==> src/rtl/gf_pkg.sv <==
package gf_pkg;

  localparam int unsigned GF_DEF_LINES = 32;

  // New status after one cycle of set/clear writes; clear wins on overlap.
  function automatic logic [GF_DEF_LINES-1:0] gf_apply(
    input logic [GF_DEF_LINES-1:0] cur,
    input logic                    set_we,
    input logic [GF_DEF_LINES-1:0] set_v,
    input logic                    clr_we,
    input logic [GF_DEF_LINES-1:0] clr_v
  );
    logic [GF_DEF_LINES-1:0] s;
    logic [GF_DEF_LINES-1:0] c;
    s = set_we ? set_v : '0;
    c = clr_we ? clr_v : '0;
    return (cur | s) & ~c;
  endfunction

endpackage

==> src/rtl/gf_sel_status.sv <==
module gf_sel_status #(
  parameter int unsigned NLINES = gf_pkg::GF_DEF_LINES
) (
  input  logic              clk,
  input  logic              rst_n,
  input  logic              set_we,
  input  logic [NLINES-1:0] set_val,
  input  logic              clr_we,
  input  logic [NLINES-1:0] clr_val,
  output logic [NLINES-1:0] stat_o
);

  localparam int unsigned PADW = gf_pkg::GF_DEF_LINES;

  logic [NLINES-1:0] stat_q;
  logic [NLINES-1:0] stat_d;
  logic [PADW-1:0]   wide_n;
  logic              wr_en;

  assign wr_en = set_we | clr_we;

  always_comb begin
    wide_n = gf_pkg::gf_apply(PADW'(stat_q), set_we, PADW'(set_val),
                              clr_we, PADW'(clr_val));
    stat_d = wr_en ? wide_n[NLINES-1:0] : stat_q;
  end

  always_ff @(posedge clk or negedge rst_n) begin
    if (!rst_n) stat_q <= '0;
    else        stat_q <= stat_d;
  end

  assign stat_o = stat_q;

  // bits named by a lone set write read 1 afterwards
  a_r2_set_bits: assert property (@(posedge clk) disable iff (!rst_n)
    (set_we && !clr_we) |=> ((stat_q & $past(set_val)) == $past(set_val)));

  // bits named by a clear write read 0 afterwards, even with a set
  a_r3_clear_wins: assert property (@(posedge clk) disable iff (!rst_n)
    clr_we |=> ((stat_q & $past(clr_val)) == '0));

  // no write, no change
  a_r2_hold: assert property (@(posedge clk) disable iff (!rst_n)
    (!set_we && !clr_we) |=> $stable(stat_q));

endmodule

==> src/rtl/gf_line_filter.sv <==
module gf_line_filter (
  input  logic clk,
  input  logic rst_n,
  input  logic smp_en,
  input  logic pad,
  output logic raw_o,
  output logic filt_o
);

  // rising-edge sample, falling-edge sample, and agreement flag
  logic raw_q,  raw_d;
  logic filt_q, filt_d;
  logic fall_q, fall_d;
  logic agr_q,  agr_d;

  // falling-edge stage: sample pad, note whether it matches the last rise sample
  always_comb begin
    fall_d = fall_q;
    agr_d  = agr_q;
    if (smp_en) begin
      fall_d = pad;
      agr_d  = (pad == raw_q);
    end
  end

  always_ff @(negedge clk or negedge rst_n) begin
    if (!rst_n) begin
      fall_q <= 1'b0;
      agr_q  <= 1'b0;
    end else begin
      fall_q <= fall_d;
      agr_q  <= agr_d;
    end
  end

  // rising-edge stage: accept a level seen by two consecutive half-cycle samples
  always_comb begin
    raw_d  = raw_q;
    filt_d = filt_q;
    if (smp_en) begin
      raw_d = pad;
      if (pad == fall_q)  filt_d = pad;
      else if (agr_q)     filt_d = fall_q;
    end
  end

  always_ff @(posedge clk or negedge rst_n) begin
    if (!rst_n) begin
      raw_q  <= 1'b0;
      filt_q <= 1'b0;
    end else begin
      raw_q  <= raw_d;
      filt_q <= filt_d;
    end
  end

  assign raw_o  = raw_q;
  assign filt_o = filt_q;

  // samplers frozen while sampling is disabled
  a_r10_freeze: assert property (@(posedge clk) disable iff (!rst_n)
    !smp_en |=> ($stable(raw_q) && $stable(filt_q)));

  // a filtered change always matches a rising sample now or one cycle before
  a_r7_agree: assert property (@(posedge clk) disable iff (!rst_n)
    !$stable(filt_q) |-> ((filt_q == raw_q) || (filt_q == $past(raw_q))));

endmodule

==> src/rtl/gf_input_filter.sv <==
module gf_input_filter #(
  parameter int unsigned NLINES = gf_pkg::GF_DEF_LINES
) (
  input  logic              clk,
  input  logic              rst_n,
  input  logic              smp_en,
  input  logic [NLINES-1:0] pad_i,
  input  logic              sel_set_we,
  input  logic [NLINES-1:0] sel_set_val,
  input  logic              sel_clr_we,
  input  logic [NLINES-1:0] sel_clr_val,
  output logic [NLINES-1:0] sel_stat_o,
  output logic [NLINES-1:0] pin_data_o,
  output logic [NLINES-1:0] periph_o
);

  logic [NLINES-1:0] sel;
  logic [NLINES-1:0] raw_s;
  logic [NLINES-1:0] filt_s;

  gf_sel_status #(.NLINES(NLINES)) u_status (
    .clk     (clk),
    .rst_n   (rst_n),
    .set_we  (sel_set_we),
    .set_val (sel_set_val),
    .clr_we  (sel_clr_we),
    .clr_val (sel_clr_val),
    .stat_o  (sel)
  );

  for (genvar gi = 0; gi < NLINES; gi++) begin : g_line
    gf_line_filter u_line (
      .clk    (clk),
      .rst_n  (rst_n),
      .smp_en (smp_en),
      .pad    (pad_i[gi]),
      .raw_o  (raw_s[gi]),
      .filt_o (filt_s[gi])
    );
    assign pin_data_o[gi] = sel[gi] ? filt_s[gi] : raw_s[gi];
  end

  assign sel_stat_o = sel;
  assign periph_o   = pad_i;

  // an unfiltered line follows the pad one rising edge later
  a_r4_raw_path: assert property (@(posedge clk) disable iff (!rst_n)
    (smp_en && (sel == '0) && $stable(sel)) |=> (pin_data_o == $past(pad_i)));

endmodule

==> config.mk <==
export PLATFORM = sky130hd
export DESIGN_NAME = gf_input_filter
export DESIGN_NICKNAME = d
export VERILOG_FILES = /design/src/rtl/gf_pkg.sv /design/src/rtl/gf_sel_status.sv /design/src/rtl/gf_line_filter.sv /design/src/rtl/gf_input_filter.sv
export SDC_FILE = /design/constraint.sdc
export NUM_CORES = 1
export LEC_CHECK = 0
export ABC_AREA = 1
export BUFFER_PORTS_ARGS = -buffer_cell sky130_fd_sc_hd__buf_2
export CAP_MARGIN = 20
export CORE_MARGIN = 2
export CORE_UTILIZATION = 47
export CTS_CLUSTER_DIAMETER = 30
export DETAILED_ROUTE_END_ITERATION = 6
export PLACE_DENSITY = 0.76
export SETUP_SLACK_MARGIN = 0.3
export SLEW_MARGIN = 20
export SYNTH_ARGS = -nofsm -noshare
export SYNTH_HDL_FRONTEND = slang
export SYNTH_SLANG_ARGS = --single-unit
==> constraint.sdc <==
create_clock -name clk -period 2.6 [get_ports clk]
set_clock_uncertainty 0.2 [all_clocks]
set_input_delay 0.26 -clock clk [delete_from_list [all_inputs] [get_ports clk]]
set_output_delay 0.26 -clock clk [all_outputs]
set_load 0.1 [all_outputs]
==> results of run 1 <==
cell usage in the layout (no fill, tap or decap), drive strengths merged:
master / Yosys / final
dlygate4sd3: 0 / 97
clkinvlp: 0 / 2
o21ai: 96 / 96
dlymetal6s4s: 0 / 1
buf: 60 / 295
nand2: 480 / 480
clkbuf: 2 / 24
ha: 64 / 64
dfrtn: 64 / 64
inv: 257 / 257
nand3: 64 / 64
clkinv: 0 / 4
bufinv: 0 / 2
dfrtp: 96 / 96
report_power, final:
part / leakage (nW) / switching (mW) / internal, mW / total (mW)
Clock: 0.292 / 1.01 / 1.55 / 2.56
Sequential: 1.95 / 0.231 / 2.81 / 3.04
Combinational: 5.11 / 2.10 / 0.822 / 2.92
worst max-delay path by stage:
stage,endpoint,slack (ns),cells past startpoint
4_1_cts,g_line[7].u_line.filt_o,0.08,6
6_report,g_line[2].u_line.filt_o,0.05,6
3_3_place_gp,g_line[7].u_line.filt_o,0.09,5
3_5_place_dp,g_line[7].u_line.filt_o,0.06,5
2_1_floorplan,g_line[23].u_line.filt_o,0.15,6
5_1_grt,g_line[29].u_line.filt_o,-0.02,6
synth_stat cells:
library cell    n  area share
nand2_1       480        0.20
inv_1         256        0.11
dfrtp_1        96        0.27
o21ai_0        83       0.047
dfrtn_1        64        0.18
ha_1           64       0.091
nand3_1        64       0.036
buf_4          35       0.030
buf_2          14      0.0079
o21ai_1        13      0.0074
buf_6          11       0.014
clkbuf_1        2     0.00085
inv_2           1     0.00042
state kept, by name, indices dropped and copies added, names as in the netlist:
name and flops:
u_status.stat_o 32, g_line.u_line.filt_o 32, g_line.u_line.raw_o 32, g_line.u_line.agr_q 32, g_line.u_line.fall_q 32
final cells by class:
type                    count  area (sq um)
inverters                 257           965
flip-flops and latches    160          4000
repair buffers            393          2800
fillers                  1392          6000
clock inverters             8           103
multi-input cells         704          3910
well taps                 234           293
clock buffers              24           503
worst register-to-register path, stage by stage, from the launching register on:
cell and delay [ns]:
dfrtn_1 0.39, buf_6 0.14, ha_1 0.16, inv_1 0.06, nand2_1 0.06, nand3_1 0.11, nand2_1 0.06
logic make-up after synthesis:
group / Yosys count / synth area share
buffers and inverters: 319 / 0.162
flip-flops: 160 / 0.453
AND/OR/NAND/NOR: 544 / 0.240
adder cells (fa/ha/maj): 64 / 0.0906
AO/OA/AOI/OAI: 96 / 0.0544
per-layer routing:
metal | track usage | up-vias | routed length [um]
met5 | 0 | - | 0
met4 | 0.0653 | 0 | 331
met3 | 0.0459 | 32 | 947
met2 | 0.404 | 188 | 11300
met1 | 0.263 | 3819 | 9410
li1 | - | 4176 | -
repair_timing:
| action | in CTS | in global routing |
|---|---|---|
| pin swaps | 50 | 46 |
| endpoints found under the hold margin | 141 | 0 |
| setup buffers | 62 | 19 |
| gates resized for setup | 35 | 66 |
| setup endpoints to repair | 64 | 65 |
| hold buffers | 98 | 0 |
==> results.sh, run 1 <==
export IMPL_crit_buf_inv=2
export IMPL_status="completed"
export IMPL_timing_final_max_slew_violations=0
export IMPL_crit_path_end_kind="flop"
export IMPL_die_area_sq_mm=0.0199
export IMPL_hold_viol_final=0
export IMPL_setup_ws_ns=0.0484
export IMPL_p_per_area_mw_per_mm2=677
export IMPL_cp_top_family="flip-flops"
export IMPL_area_delta_synth_final_pct=42.4
export IMPL_grt_pass1_wl_um=36100
export IMPL_final_core_util=0.677
export IMPL_drive_above_1_share=0.331
export IMPL_clock_sinks=160
export IMPL_hpwl_um=13100
export IMPL_viasPerCell=4.62
export IMPL_syn_avg_cell_area_sq_um=7.47
export IMPL_r2r_end="g_line[2].u_line.filt_o"
export IMPL_finalWeightedCongestion=0.743
export IMPL_start_util=0.476
export IMPL_finalSetupTns_ns=0
export IMPL_rrSetupSlack_ns=0.05
export IMPL_yosysSeqAreaShare=0.453
export IMPL_finalInstanceArea_sq_mm=0.0126
export IMPL_total_power_mw=8.52
export IMPL_dp_cells=1569
export IMPL_crit_path_start_kind="flop"
export IMPL_clockBufferDepth=2
export IMPL_max_slew_margin=0.491
export IMPL_arrival_ns=2.66
export IMPL_cts_max_level=4
export IMPL_fin_nets=1698
export IMPL_crit_slowest_cell="dfrtn_1"
export IMPL_core_sq_mm=0.0186
export IMPL_critPathMaxStageDelay_ns=0.39
export IMPL_portBuffers=196
export IMPL_startpoint="g_line[2].u_line.fall_q"
export IMPL_synth_area_sq_mm=0.00884
export IMPL_cpMostUsedCell="nand2_1"
export IMPL_cts_tree="done"
export IMPL_cts_root_buf="clkbuf_16"
export IMPL_syn_num_nets=1348
export IMPL_r2r_cells=6
export IMPL_rsz0062_at_grt="true"
export IMPL_place_area_sq_mm=0.0102
export IMPL_wirelength_um=21900
export IMPL_first_iter_violations=311
export IMPL_antenna_left=0
export IMPL_rows=50
export IMPL_cp_cell_sequence="buf_6, ha_1, inv_1, nand2_1, nand3_1, nand2_1"
export IMPL_grt_antenna_before_repair=0
export IMPL_firstDrtPassIters=4
export IMPL_dp_slack_ns=0.0636
export IMPL_instances_no_fill=1780
export IMPL_fp_dieW_um=141
export IMPL_grt_overflow_total=0
export IMPL_hold_path_class="in -> async"
export IMPL_vias=8215
export IMPL_cp_max_fo=2
export IMPL_grt_max_degree=49
export IMPL_timing_hold_ws_ns=0.0461
export IMPL_syn_inst=1183
export IMPL_clk_pin_slew_worst_paths_ns=0.07
export IMPL_synth_ff_latch_count=160
export IMPL_setup_viol=0
export IMPL_crit_type="reg -> reg"
export IMPL_cts_made_buffers=17
export IMPL_first_global_vias=8145
export IMPL_die_h_um=141
export IMPL_yosys_cell_types_count=13
export IMPL_yosysWarnings=0
export IMPL_r2r_start="g_line[2].u_line.fall_q"
export IMPL_cap_violations=0
export IMPL_antenna_cells=0
export IMPL_tightest_slew_ns=0.764
export IMPL_ios=197
export IMPL_insertion_delay_ns=0.42
export IMPL_wl_per_cell_um=12.3
export IMPL_grt_usage=0.222
export IMPL_route_detailed_drc=0
export IMPL_leakage_nw=7.36
export IMPL_ir_drop_mv=0.456
export IMPL_cp_required_ns=2.71
Note: power is estimated with default switching activity, not from simulation.
==> run 2: changes to the inputs <==
- PLACE_DENSITY: 0.76 -> 0.71
==> run 2 against run 1 <==
Net effect: critical path depth is the same; critical endpoint is now g_line[14].u_line.filt_o; worst setup slack got worse by 0.021 ns; global-route usage fell by 0.21 points; register-to-register slack got worse by 0.02 ns; die area unchanged; count of clock-buffer cells in the layout shrank 1; routed wire length rose by 0.96%; final cell count up 0.17%; via count rose by 0.17%; flip-flop and latch count unchanged; sequential power hardly changed; highest routed layer unchanged.
==> results.sh, run 2 (same netlist as run 1, synthesis figures left out) <==
export IMPL_place_area_sq_mm=0.0102
export IMPL_first_global_vias=7922
export IMPL_p_per_area_mw_per_mm2=678
export IMPL_viasPerCell=4.62
export IMPL_cp_required_ns=2.76
export IMPL_grt_antenna_before_repair=1
export IMPL_cpMostUsedCell="nand2_2"
export IMPL_grt_usage=0.219
export IMPL_cap_violations=0
export IMPL_fp_dieW_um=141
export IMPL_clockBufferDepth=2
export IMPL_finalSetupTns_ns=0
export IMPL_crit_path_start_kind="flop"
export IMPL_crit_type="reg -> reg"
export IMPL_max_slew_margin=0.502
export IMPL_power_combinational_fraction=0.344
export IMPL_grt_pass1_wl_um=35500
export IMPL_portBuffers=196
export IMPL_arrival_ns=2.73
export IMPL_tightest_slew_ns=0.748
export IMPL_fin_nets=1700
export IMPL_wl_per_cell_um=12.4
export IMPL_swShare=0.388
export IMPL_final_core_util=0.687
export IMPL_hpwl_um=13200
export IMPL_finalInstanceArea_sq_mm=0.0128
export IMPL_p_sw_mw=3.36
export IMPL_setup_viol=0
export IMPL_first_iter_violations=322
export IMPL_vias=8229
export IMPL_antenna_left=0
export IMPL_rsz0062_at_grt="true"
export IMPL_cts_made_buffers=17
export IMPL_cts_root_buf="clkbuf_16"
export IMPL_final_common_cell="nand2_1"
export IMPL_cts_tree="done"
export IMPL_cp_cell_sequence="ha_4, inv_4, nand2_4, nand2_2, nand2_2, nand2_2"
export IMPL_rows=50
export IMPL_drive_above_1_share=0.344
export IMPL_area_delta_synth_final_pct=44.5
export IMPL_seq_power_share=0.351
export IMPL_timing_final_max_slew_violations=0
export IMPL_firstDrtPassIters=4
export IMPL_die_h_um=141
export IMPL_dp_cells=1568
export IMPL_clk_pin_slew_worst_paths_ns=0.06
export IMPL_grt_max_degree=38
export IMPL_mostFrequentLayoutCells="nand2_1 (395), inv_1 (213), buf_2 (194), dlygate4sd3_1 (99), dfrtp_1 (96)"
export IMPL_critPathMaxStageDelay_ns=0.50
export IMPL_ios=197
export IMPL_crit_slowest_cell="dfrtn_1"
export IMPL_status="completed"
export IMPL_die_area_sq_mm=0.0199
export IMPL_hold_path_class="in -> async"
export IMPL_cts_max_level=4
export IMPL_crit_buf_inv=1
export IMPL_core_sq_mm=0.0186
export IMPL_instances_no_fill=1783
export IMPL_intPower_mw=5.30
export IMPL_pwr_share_clk=0.305
export IMPL_clock_sinks=160
export IMPL_n_fill_cell=1403
export IMPL_crit_path_end_kind="flop"
export IMPL_ir_drop_mv=0.526
export IMPL_hold_viol_final=0
export IMPL_start_util=0.476
export IMPL_route_detailed_drc=0
export IMPL_cp_max_fo=2
export IMPL_grt_overflow_total=0
export IMPL_insertion_delay_ns=0.42
export IMPL_leakage_nw=7.40
export IMPL_cp_top_family="flip-flops"
export IMPL_finalWeightedCongestion=0.749
export IMPL_timing_hold_ws_ns=0.0840
export IMPL_wirelength_um=22200
[run 2: worst reg2reg max path, delay by kind of cell, from the launching register on]
| kind | cells | cell delay [ns] |
|---|---|---|
| flops | 1 | 0.50 |
| fa+ha+maj | 1 | 0.24 |
| simple gates | 4 | 0.24 |
| buf+inv | 1 | 0.06 |
[run 2: path summary, 6_finish.rpt]
path                                     startpoint                        to  slack [ns]  depth (start not counted)
max                        g_line[14].u_line.fall_q  g_line[14].u_line.filt_o        0.03                          6
min                                           rst_n  g_line[25].u_line.filt_o        0.08                          2
max reg2reg                g_line[14].u_line.fall_q  g_line[14].u_line.filt_o        0.03                          6
min reg2reg                  g_line[5].u_line.agr_q    g_line[5].u_line.agr_q        0.22                          2
max in group asynchronous                     rst_n    g_line[3].u_line.agr_q        0.38                          3
min in group clk                             smp_en   g_line[1].u_line.filt_o        0.14                          4
[run 2: power groups by stage]
stage	logic (mW)	registers (mW)	clock network, mW
after detailed placement	2.53	3.07	0
after global routing	3.20	3.08	2.80
after global placement	2.48	3.06	0
final	2.98	3.04	2.64
after CTS	2.83	3.03	2.70
after floorplan	1.66	3.44	0
[run 2: layout make-up]
cell class              instances  area, sq um  area share
diodes                          1         2.50    0.000196
well taps                     234          293      0.0229
flip-flops and latches        160         4000       0.313
clock inverters                 9          129      0.0101
multi-input cells             704         4010       0.314
clock buffers                  23          498      0.0390
repair buffers                395         2860       0.224
inverters                     257          970      0.0759
[run 2: what timing repair did]
item | CTS | global route
endpoints found under the setup margin | 64 | 64
hold buffers | 99 | 0
pin swaps | 35 | 41
gates resized for setup | 45 | 80
endpoints found under the hold margin | 120 | 0
setup buffers | 59 | 24
[run 2: stage by stage]
step           power (mW)  setup slack (ns)
6_report             8.66            0.0278
3_3_place_gp         5.54             0.103
2_1_floorplan        5.09             0.152
5_1_grt              9.09           0.00288
4_1_cts              8.56            0.0885
3_5_place_dp         5.59            0.0490
[run 2: layer usage]
| layer | track usage | vias up | part of all wire |
|---|---|---|---|
| li1 | - | 4194 | - |
| met1 | 0.268 | 3852 | 0.43 |
| met2 | 0.396 | 165 | 0.52 |
| met3 | 0.0493 | 18 | 0.038 |
| met4 | 0.0484 | 0 | 0.0094 |
| met5 | 0 | - | 0 |
==> run 3: changes to the inputs <==
- GPL_TIMING_DRIVEN: default -> 0
==> run 3 against run 2 <==
Net effect: the flow now finishes with violations (negative hold slack); register-to-register slack improved by 0.02 ns; combinational power rose by 1%; via count rose by 4.4%; sequential share of layout area fell by 0.77 points; hold slack got worse by 0.21 ns; total power rose by 4.4%; design area rose by 2.5%; die area did not move; clock power rose by 13%; count of clock-buffer cells in the layout fell by 4.
==> results.sh, run 3 (same netlist as run 1, synthesis figures left out) <==
export IMPL_status="complete, but fails checks"
export IMPL_violations="negative hold slack"
export IMPL_wirelength_um=24800
export IMPL_antenna_left=0
export IMPL_instances_no_fill=1830
export IMPL_ctsHoldBuffers=100
export IMPL_cpMostUsedCell="nand2_1"
export IMPL_start_util=0.476
export IMPL_crit_type="reg -> reg"
export IMPL_grt_usage=0.248
export IMPL_finalWeightedCongestion=0.779
export IMPL_clockBufferDepth=2
export IMPL_cts_tree="done"
export IMPL_hold_viol_final=51
export IMPL_final_common_cell="nand2_1"
export IMPL_fin_nets=1748
export IMPL_firstDrtPassIters=4
export IMPL_rsz0062_at_grt="true"
export IMPL_cp_required_ns=2.76
export IMPL_die_area_sq_mm=0.0199
export IMPL_ios=197
export IMPL_tightest_slew_ns=0.620
export IMPL_route_detailed_drc=0
export IMPL_rows=50
export IMPL_hpwl_um=14700
export IMPL_cts_root_buf="clkbuf_16"
export IMPL_clk_pin_slew_worst_paths_ns=0.06
export IMPL_viasPerCell=4.69
export IMPL_fp_dieW_um=141
export IMPL_vias=8589
export IMPL_insertion_delay_ns=0.42
export IMPL_grt_pass1_wl_um=39400
export IMPL_ir_drop_mv=0.537
export IMPL_grt_antenna_before_repair=0
export IMPL_final_core_util=0.705
export IMPL_cts_max_level=4
export IMPL_setup_viol=0
export IMPL_mostFrequentLayoutCells="nand2_1 (408), inv_1 (219), buf_2 (207), buf_4 (116), dlygate4sd3_1 (98)"
export IMPL_arrival_ns=2.71
export IMPL_max_slew_margin=0.587
export IMPL_timing_final_max_slew_violations=0
export IMPL_area_delta_synth_final_pct=48.2
export IMPL_wl_per_cell_um=13.6
export IMPL_drive_above_1_share=0.348
export IMPL_cap_violations=0
export IMPL_hold_path_class="in -> async"
export IMPL_clock_sinks=160
export IMPL_portBuffers=195
export IMPL_critPathMaxStageDelay_ns=0.48
export IMPL_die_h_um=141
export IMPL_dp_slack_ns=0.0411
export IMPL_core_sq_mm=0.0186
export IMPL_setup_ws_ns=0.0524
export IMPL_antenna_cells=0
export IMPL_cp_max_fo=2
export IMPL_first_global_vias=8462
export IMPL_leakage_nw=7.64
export IMPL_cp_cell_sequence="buf_6, ha_4, inv_1, nand2_1, nand3_2, nand2_1"
export IMPL_total_power_mw=9.04
export IMPL_crit_path_start_kind="flop"
export IMPL_cts_made_buffers=17
export IMPL_dp_cells=1613
export IMPL_crit_slowest_cell="dfrtn_1"
export IMPL_first_iter_violations=451
export IMPL_grt_max_degree=86
export IMPL_p_per_area_mw_per_mm2=691
export IMPL_crit_path_end_kind="flop"
export IMPL_timing_hold_ws_ns=-0.130
export IMPL_grt_overflow_total=0
[run 3: changes by cell type in the layout (fill, tap and decap cells not counted), moves of 6 or more]
cell and delta:
buf_12 -8, buf_2 +13, buf_4 +29, buf_8 +8
inv_1 +6, nand2_1 +13, nand2_2 -11
[run 3: final cells by class]
type                       count  area (sq um)
tap                          234           293
clock buffer                  19           443
timing repair buffer         381          2700
buffer                        62           513
sequential                   160          4000
fill                        1428          5490
clock inverter                13           259
multi-input combinational    704          3920
inverter                     257           965
[run 3: layer usage]
| layer | up-vias | routed length, um | GRT usage |
|---|---|---|---|
| li1 | 4287 | - | - |
| met2 | 223 | 12600 | 0.445 |
| met5 | - | 0 | 0 |
| met3 | 19 | 1150 | 0.0503 |
| met4 | 0 | 231 | 0.0547 |
| met1 | 4060 | 10800 | 0.310 |
[run 3: critical path: cells and delay by family, from the launching register on]
kind / cells / cell delay, ns
adder cells (fa/ha/maj): 1 / 0.12
AND/OR/NAND/NOR: 3 / 0.24
flip-flops: 1 / 0.48
buffers and inverters: 2 / 0.17
[run 3: path summary, 6_finish.rpt]
| kind | slack [ns] | to | start | cells after the start |
|---|---|---|---|---|
| min in group clk | 0.15 | g_line[2].u_line.filt_o | smp_en | 5 |
| worst min-delay path | -0.13 | g_line[25].u_line.filt_o | rst_n | 2 |
| worst max-delay path | 0.05 | g_line[15].u_line.filt_o | g_line[15].u_line.fall_q | 6 |
| worst max register to register | 0.05 | g_line[15].u_line.filt_o | g_line[15].u_line.fall_q | 6 |
| worst min register to register | 0.23 | g_line[24].u_line.agr_q | g_line[24].u_line.agr_q | 2 |
| max in group asynchronous | 0.72 | g_line[11].u_line.agr_q | rst_n | 2 |
[run 3: report_power, final]
part           switching, mW  internal, mW  total (mW)
Clock                   1.05          1.93        2.98
Combinational           2.15         0.875        3.02
Sequential             0.228          2.81        3.04
[run 3: through the flow]
stage,cell area (sq um),TNS [ns]
2_1_floorplan,9230,0
3_3_place_gp,10500,-311.14
3_5_place_dp,10500,0
4_1_cts,12800,0
5_1_grt,13100,0
6_report,13100,0
[run 3: what timing repair did]
action / CTS / global route
endpoints found under the hold margin: 109 / 51
setup endpoints to repair: 64 / 64
pin swaps: 42 / 36
resized for setup: 40 / 56
setup buffers: 67 / 18
